**src/rtl/tmr_pkg.sv**
```systemverilog
package tmr_pkg;
  typedef enum logic {
    SRC_PRESCALE = 1'b0,
    SRC_EVENT    = 1'b1
  } tmr_src_e;
endpackage

```
**src/rtl/tmr_prescaler.sv**
```systemverilog
module tmr_prescaler #(
  parameter int PRE_W = 6
) (
  input  logic clk,
  input  logic rst,
  input  logic halt,
  output logic tick
);
  logic [PRE_W-1:0] div_q;

  always_ff @(posedge clk) begin
    if (rst)        div_q <= '0;
    else if (!halt) div_q <= div_q + 1'b1;
  end

  // one-cycle strobe in the cycle the divider rolls over
  assign tick = !halt && (&div_q);
endmodule

```
**src/rtl/tmr_edge_sync.sv**
```systemverilog
module tmr_edge_sync #(
  parameter int STAGES = 2
) (
  input  logic clk,
  input  logic rst,
  input  logic async_in,
  output logic rise
);
  logic [STAGES-1:0] sync_q;
  logic              last_q;

  always_ff @(posedge clk) begin
    if (rst) begin
      sync_q <= '0;
      last_q <= 1'b0;
    end else begin
      sync_q <= {sync_q[STAGES-2:0], async_in};
      last_q <= sync_q[STAGES-1];
    end
  end

  assign rise = sync_q[STAGES-1] && !last_q;
endmodule

```
**src/rtl/tmr_count_core.sv**
```systemverilog
module tmr_count_core #(
  parameter int CNT_W = 4
) (
  input  logic             clk,
  input  logic             rst,
  input  logic             advance,
  input  logic             load_we,
  input  logic [CNT_W-1:0] load_data,
  input  logic             flag_clr,
  output logic [CNT_W-1:0] count,
  output logic             flag,
  output logic             irq
);
  logic [CNT_W-1:0] reload_q;
  logic             wrap;

  assign wrap = advance && !load_we && (&count);

  always_ff @(posedge clk) begin
    if (rst) begin
      reload_q <= '0;
      count    <= '0;
    end else if (load_we) begin
      reload_q <= load_data;
      count    <= load_data;
    end else if (advance) begin
      count <= wrap ? reload_q : count + 1'b1;
    end
  end

  always_ff @(posedge clk) begin
    if (rst) begin
      flag <= 1'b0;
      irq  <= 1'b0;
    end else begin
      irq <= wrap;
      if (wrap)          flag <= 1'b1;   // set dominates clear
      else if (flag_clr) flag <= 1'b0;
    end
  end
endmodule

```
**src/rtl/tmr_evt_counter.sv**
```systemverilog
module tmr_evt_counter #(
  parameter int PRE_W       = 6,
  parameter int CNT_W       = 4,
  parameter int SYNC_STAGES = 2
) (
  input  logic             clk,
  input  logic             rst,
  input  logic             halt,
  input  logic             mode_sel,
  input  logic             preset_we,
  input  logic [CNT_W-1:0] preset_wdata,
  input  logic             flag_clr,
  input  logic             evt_in,
  output logic [CNT_W-1:0] count_o,
  output logic             flag_o,
  output logic             irq_o
);
  import tmr_pkg::*;

  logic     pre_tick;
  logic     evt_rise;
  logic     step;
  tmr_src_e src;

  assign src = tmr_src_e'(mode_sel);

  tmr_prescaler #(.PRE_W(PRE_W)) u_pre (
    .clk(clk), .rst(rst), .halt(halt), .tick(pre_tick)
  );

  tmr_edge_sync #(.STAGES(SYNC_STAGES)) u_sync (
    .clk(clk), .rst(rst), .async_in(evt_in), .rise(evt_rise)
  );

  always_comb begin
    unique case (src)
      SRC_EVENT: step = evt_rise && !halt;
      default:   step = pre_tick;
    endcase
  end

  tmr_count_core #(.CNT_W(CNT_W)) u_core (
    .clk(clk), .rst(rst), .advance(step),
    .load_we(preset_we), .load_data(preset_wdata), .flag_clr(flag_clr),
    .count(count_o), .flag(flag_o), .irq(irq_o)
  );
endmodule

```
**config.mk**
```make
export PLATFORM = sky130hd
export DESIGN_NAME = tmr_evt_counter
export DESIGN_NICKNAME = d
export VERILOG_FILES = /design/src/rtl/tmr_pkg.sv /design/src/rtl/tmr_prescaler.sv /design/src/rtl/tmr_edge_sync.sv /design/src/rtl/tmr_count_core.sv /design/src/rtl/tmr_evt_counter.sv
export SDC_FILE = /design/constraint.sdc
export NUM_CORES = 1
export LEC_CHECK = 0
export CAP_MARGIN = 10
export CORE_MARGIN = 10
export CORE_UTILIZATION = 43
export DETAILED_ROUTE_END_ITERATION = 10
export GPL_ROUTABILITY_DRIVEN = 0
export PLACE_DENSITY = 0.71
export SETUP_SLACK_MARGIN = 0.5
export SYNTH_ARGS = -nofsm -noshare
export SYNTH_HDL_FRONTEND = slang
export SYNTH_SLANG_ARGS = --single-unit
```
**constraint.sdc**
```tcl
create_clock -name clk -period 1.6 [get_ports clk]
set_input_delay 0.32 -clock clk [delete_from_list [all_inputs] [get_ports clk]]
set_output_delay 0.32 -clock clk [all_outputs]
set_load 0.03 [all_outputs]
```
==> results of run 1 <==
synth_stat cells, drive strengths merged (2+ instances only):
master  instances  area, um2
clkbuf          2       7.51
buf             2       15.0
xor2            2       17.5
dfxtp          19        380
nor2b           3       18.8
nand4b          3       26.3
and4b           2       20.0
mux2i           3       30.0
xnor2           3       26.3
a21oi           6       30.0
nor2           10       37.5
ha              2       25.0
nand2b          4       25.0
nand2           8       30.0
metal layers:
| layer | up-vias | routed length, um |
|---|---|---|
| li1 | 383 | - |
| met1 | 374 | 1000 |
| met2 | 30 | 1280 |
| met3 | 7 | 134 |
| met4 | 0 | 52 |
| met5 | - | 0 |
power breakdown:
part           internal (mW)  switching [mW]  total [mW]
clock                 0.0974           0.138       0.235
combinational          0.110          0.0781       0.188
sequential             0.492          0.0202       0.512
logic make-up (layout without fill, tap and decap cells):
kind of cell             after synthesis  count (layout)  share of synthesized area
AND/OR/NAND/NOR                       34              34                      0.240
AO/OA/AOI/OAI                         16              16                      0.132
XOR/XNOR                               5               5                     0.0532
adder cells (fa/ha/maj)                2               2                     0.0304
multiplexers                           4               4                     0.0502
flip-flops                            19              19                      0.462
buffers and inverters                  5              45                     0.0319
area by class of cell:
type | count | area share
clock buffer | 4 | 0.0192
inverter | 1 | 0.00275
multi-input combinational | 61 | 0.374
sequential | 19 | 0.293
tap | 25 | 0.0229
timing repair buffer | 40 | 0.288
what timing repair did:
| action | in CTS | in global routing |
|---|---|---|
| setup buffers | 11 | 8 |
| endpoints found under the setup margin | 16 | 16 |
| pin swaps | 9 | 11 |
| gates resized for setup | 48 | 29 |
registers in the layout (all words and copies together), names as in the netlist:
| name | count |
|---|---|
| u_sync.sync_q | 2 |
| u_core.flag | 1 |
| u_core.count | 4 |
| u_core.irq | 1 |
| u_pre.div_q | 6 |
| u_sync.last_q | 1 |
| u_core.reload_q | 4 |
per-stage QoR:
step / setup slack [ns] / hold slack, ns / area [um2] / utilization
after floorplan: 0.145 / 0.414 / 856 / -
after global placement: -0.178 / 0.423 / 1060 / 0.602
after detailed placement: -0.199 / 0.435 / 1060 / 0.602
after CTS: 0.194 / 0.463 / 1210 / 0.684
after global routing: 0.0657 / 0.470 / 1370 / 0.774
final: 0.108 / 0.454 / 1370 / 0.774
worst max path at each step:
stage | from | end | slack [ns] | depth (start not counted)
after floorplan | u_core.count[0] | u_core.count[1] | 0.15 | 5
after global routing | u_core.count[0] | u_core.count[3] | 0.07 | 6
after detailed placement | halt | u_core.count[2] | -0.20 | 5
final | u_core.count[0] | u_core.count[3] | 0.11 | 6
after global placement | halt | u_core.count[2] | -0.18 | 5
after CTS | u_core.count[0] | u_core.count[0] | 0.19 | 5
critical path, stage by stage, from the launching register on:
cell and delay (ns):
dfxtp_4 0.36, ha_4 0.16, and4b_2 0.24, buf_6 0.13
buf_4 0.14, a32oi_1 0.27, a21oi_2 0.09
==> flow_metrics.env, run 1 <==
export IMPL_worstReg2RegEnd="u_core.count[3]"
export IMPL_crit_path_end_kind="flip-flop"
export IMPL_drt_iter0_drc=16
export IMPL_overflow=0
export IMPL_core_um2=1760
export IMPL_area_growth_pct=65.8
export IMPL_io_buffers=16
export IMPL_clock_sinks=19
export IMPL_timing_rr_start="u_core.count[0]"
export IMPL_grt_use_total=0.106
export IMPL_synth_cells=85
export IMPL_crit_required_ns=1.80
export IMPL_wl_per_cell_um=16.5
export IMPL_finalCriticalPeriod_ns=1.49
export IMPL_rr_worst_depth=6
export IMPL_grt_pass1_vias=740
export IMPL_die_h_um=63.8
export IMPL_numPlacedInstances=127
export IMPL_cts_buffer_depth=2
export IMPL_busiest_layer="met2"
export IMPL_finalNetCount=139
export IMPL_hold_depth=1
export IMPL_crit_arrival_ns=1.69
export IMPL_syn_area_um2=823
export IMPL_rows=15
export IMPL_syn_nets=98
export IMPL_relSlewSlack=0.823
export IMPL_cts_max_level=1
export IMPL_report_final_slew_viol_count=0
export IMPL_synth_edf_count=0
export IMPL_layout_cells_non_filler=150
export IMPL_regArea_um2=400
export IMPL_tightest_slew_ns=0.266
export IMPL_ctsHoldBuffers=0
export IMPL_die_area_um2=4060
export IMPL_power_total_mw=0.935
export IMPL_cts_buffers=3
export IMPL_dr_pass1_iters=4
export IMPL_status="complete, no violations"
export IMPL_root_buffer="clkbuf_4"
export IMPL_whs_endpoint="u_sync.sync_q[1]"
export IMPL_num_io_pins=17
export IMPL_finalHoldViolations=0
export IMPL_drive_gt1_frac=0.480
export IMPL_p_leak_nw=0.582
export IMPL_place_hpwl_um=1250
export IMPL_fin_worst_skew_ns=0.00901
export IMPL_grt_pass1_wl_um=3490
export IMPL_multi_input_area_um2=510
export IMPL_finalSetupTns_ns=0
export IMPL_clk_latency_ns=0.30
export IMPL_drc=0
export IMPL_hp_start="u_sync.sync_q[0]"
export IMPL_startpoint_type="flip-flop"
export IMPL_setup_violations=0
export IMPL_layout_common_cells="buf_6, buf_4, dfxtp_1"
export IMPL_antennaDiodeCount=0
export IMPL_synthFlopType="dfxtp_1"
export IMPL_clock_fmax_mhz=670
export IMPL_via_count=794
export IMPL_cts_clk_slew_worst_paths_ns=0.10
export IMPL_rsz0062_at_grt="yes"
export IMPL_nFillCells=124
export IMPL_pwr_density_cell_nw_per_um2=685
export IMPL_cts_tree="built"
export IMPL_maxCapViolCount=0
export IMPL_routed_via_density=5.29
export IMPL_hold_path_class="flip-flop to flip-flop"
export IMPL_critPathKind="flip-flop to flip-flop"
export IMPL_yosysSeqAreaShare=0.462
export IMPL_synth_avg_cell_area_um2=9.69
export IMPL_final_common_cell="buf_6"
export IMPL_start_util=0.467
export IMPL_antenna_found_initial=0
export IMPL_synth_seq_cells=19
export IMPL_met3_usage=0.0401
export IMPL_netlist_cell_type_count=31
export IMPL_ys_warn_count=0
export IMPL_grtUsageMet2=0.177
export IMPL_post_route_period_util=0.932
export IMPL_async_flop_share=0
export IMPL_grt_max_degree=20
export IMPL_irDropWorstVdd_mv=0.774
export IMPL_ant_nets=0
export IMPL_critPathMaxFanout=3
export IMPL_worst_r2r_setup_slack_ns=0.11
export IMPL_routed_wl_um=2470
export IMPL_use_met1=0.117
export IMPL_die_width_um=63.8
(Power assumes the default switching activity.)
==> run 2: changes to the inputs <==
Settings changed: PLACE_DENSITY 0.71 to 0.81.
==> run 2 against run 1 <==
Against the previous run:
- die area is the same
- critical path depth shrank 1
- register-to-register slack gained 0.04 ns
- design area shrank 9.1%
- setup slack gained 0.044 ns
- hold slack is essentially flat
- global-route usage shrank 0.11 points
- non-clock buffer count shrank 8
- routed wire length shrank 15%
- critical path type unchanged
- largest cell class unchanged
- largest power group unchanged
==> flow_metrics.env, run 2 (synthesized netlist as in run 1, its figures left out) <==
export IMPL_status="complete, no violations"
export IMPL_cts_buffers=3
export IMPL_nFillCells=134
export IMPL_setup_violations=0
export IMPL_drc=0
export IMPL_final_common_cell="buf_4"
export IMPL_setup_ws_ns=0.152
export IMPL_power_total_mw=0.900
export IMPL_top_register="u_pre.div_q"
export IMPL_io_buffers=16
export IMPL_critPathMaxFanout=7
export IMPL_p_leak_nw=0.508
export IMPL_die_h_um=63.8
export IMPL_num_io_pins=17
export IMPL_cts_max_level=1
export IMPL_routed_wl_um=2090
export IMPL_root_buffer="clkbuf_4"
export IMPL_place_hpwl_um=1210
export IMPL_wl_per_cell_um=14.7
export IMPL_finalNetCount=131
export IMPL_start_util=0.467
export IMPL_clk_latency_ns=0.30
export IMPL_finalCriticalPeriod_ns=1.45
export IMPL_drive_gt1_frac=0.419
export IMPL_die_area_um2=4060
export IMPL_overflow=0
export IMPL_pwr_density_cell_nw_per_um2=725
export IMPL_ant_nets=0
export IMPL_dpl_cell_area_um2=1060
export IMPL_grt_max_degree=20
export IMPL_grt_pass1_wl_um=3440
export IMPL_report_final_slew_viol_count=0
export IMPL_critPathKind="flip-flop to flip-flop"
export IMPL_grt_pass1_vias=743
export IMPL_irDropWorstVdd_mv=0.685
export IMPL_die_width_um=63.8
export IMPL_finalHoldViolations=0
export IMPL_grt_use_total=0.105
export IMPL_routed_via_density=5.35
export IMPL_rows=15
export IMPL_startpoint_type="flip-flop"
export IMPL_cts_clk_slew_worst_paths_ns=0.11
export IMPL_antennaDiodeCount=0
export IMPL_hold_depth=1
export IMPL_relSlewSlack=0.839
export IMPL_dr_pass1_iters=4
export IMPL_layout_common_cells="buf_4, dfxtp_1, nor2_1, buf_6, clkdlybuf4s50_1"
export IMPL_rr_worst_depth=5
export IMPL_clock_sinks=19
export IMPL_post_route_period_util=0.905
export IMPL_top_regs="u_pre.div_q: 6 flops, u_core.count: 4 flops, u_core.reload_q: 4 flops"
export IMPL_crit_arrival_ns=1.67
export IMPL_core_um2=1760
export IMPL_fin_worst_skew_ns=0.00808
export IMPL_tightest_slew_ns=0.242
export IMPL_antenna_found_initial=0
export IMPL_cts_tree="built"
export IMPL_pre_cts_slack_ns=-0.240
export IMPL_hold_path_class="flip-flop to flip-flop"
export IMPL_largest_reg_flops=6
export IMPL_drt_iter0_drc=28
export IMPL_via_count=759
export IMPL_crit_path_end_kind="flip-flop"
export IMPL_rsz0062_at_grt="yes"
export IMPL_clock_fmax_mhz=691
export IMPL_ctsHoldBuffers=0
export IMPL_area_growth_pct=50.8
export IMPL_cts_buffer_depth=2
export IMPL_maxCapViolCount=0
export IMPL_crit_required_ns=1.82
export IMPL_finalInstanceArea_um2=1240
## run 2: cell types whose count changed in the layout (fill, tap and decap cells not counted), moves of 2 or more
cell / change
a21oi_1: +2
dfxtp_2: +2
buf_6: -9
dfxtp_4: -2
## run 2: layout make-up
type	count	area (um2)	area share
Multi-Input combinational cell	61	487	0.392
Sequential cell	19	395	0.319
Timing Repair Buffer	32	297	0.239
Clock buffer	3	22.5	0.0181
Clock inverter	1	5.00	0.00403
Tap cell	25	31.3	0.0252
Inverter	1	3.75	0.00302
## run 2: worst paths after layout
kind,slack [ns],to,start
setup / recovery,0.15,u_core.count[2],u_pre.div_q[0]
hold / removal,0.45,u_sync.sync_q[1],u_sync.sync_q[0]
setup reg to reg,0.15,u_core.count[2],u_pre.div_q[0]
hold reg to reg,0.45,u_sync.sync_q[1],u_sync.sync_q[0]
## run 2: metrics by stage
step / hold slack [ns] / setup TNS [ns] / cells / util
after global routing: 0.472 / 0 / 142 / 0.704
after CTS: 0.459 / 0 / 141 / 0.684
after global placement: 0.417 / -0.544 / 127 / 0.602
after detailed placement: 0.431 / -0.815 / 127 / 0.602
final: 0.454 / 0 / 142 / 0.704
after floorplan: 0.414 / 0 / 85 / -
## run 2: critical path: stages, from the launching register on
cell	delay, ns
dfxtp_2	0.35
ha_4	0.15
and4b_1	0.20
a21o_4	0.24
a211o_1	0.30
a31oi_1	0.13
## run 2: power by group
part	leakage, nW	switching [mW]	total [mW]	internal [mW]
combinational	0.331	0.0659	0.153	0.0869
clock	0.0177	0.142	0.235	0.0932
sequential	0.159	0.0186	0.512	0.494
## run 2: routing by layer
layer,global-route usage,wire length (um)
met5,0,0
met3,0.0453,102
met2,0.185,1070
met1,0.112,889
met4,0.0301,27
## run 2: repair_timing
item | CTS | global route
cloned | 0 | 0
pin swaps | 7 | 3
resized for setup | 45 | 13
setup endpoints to repair | 16 | 15
buffers inserted | 10 | 1
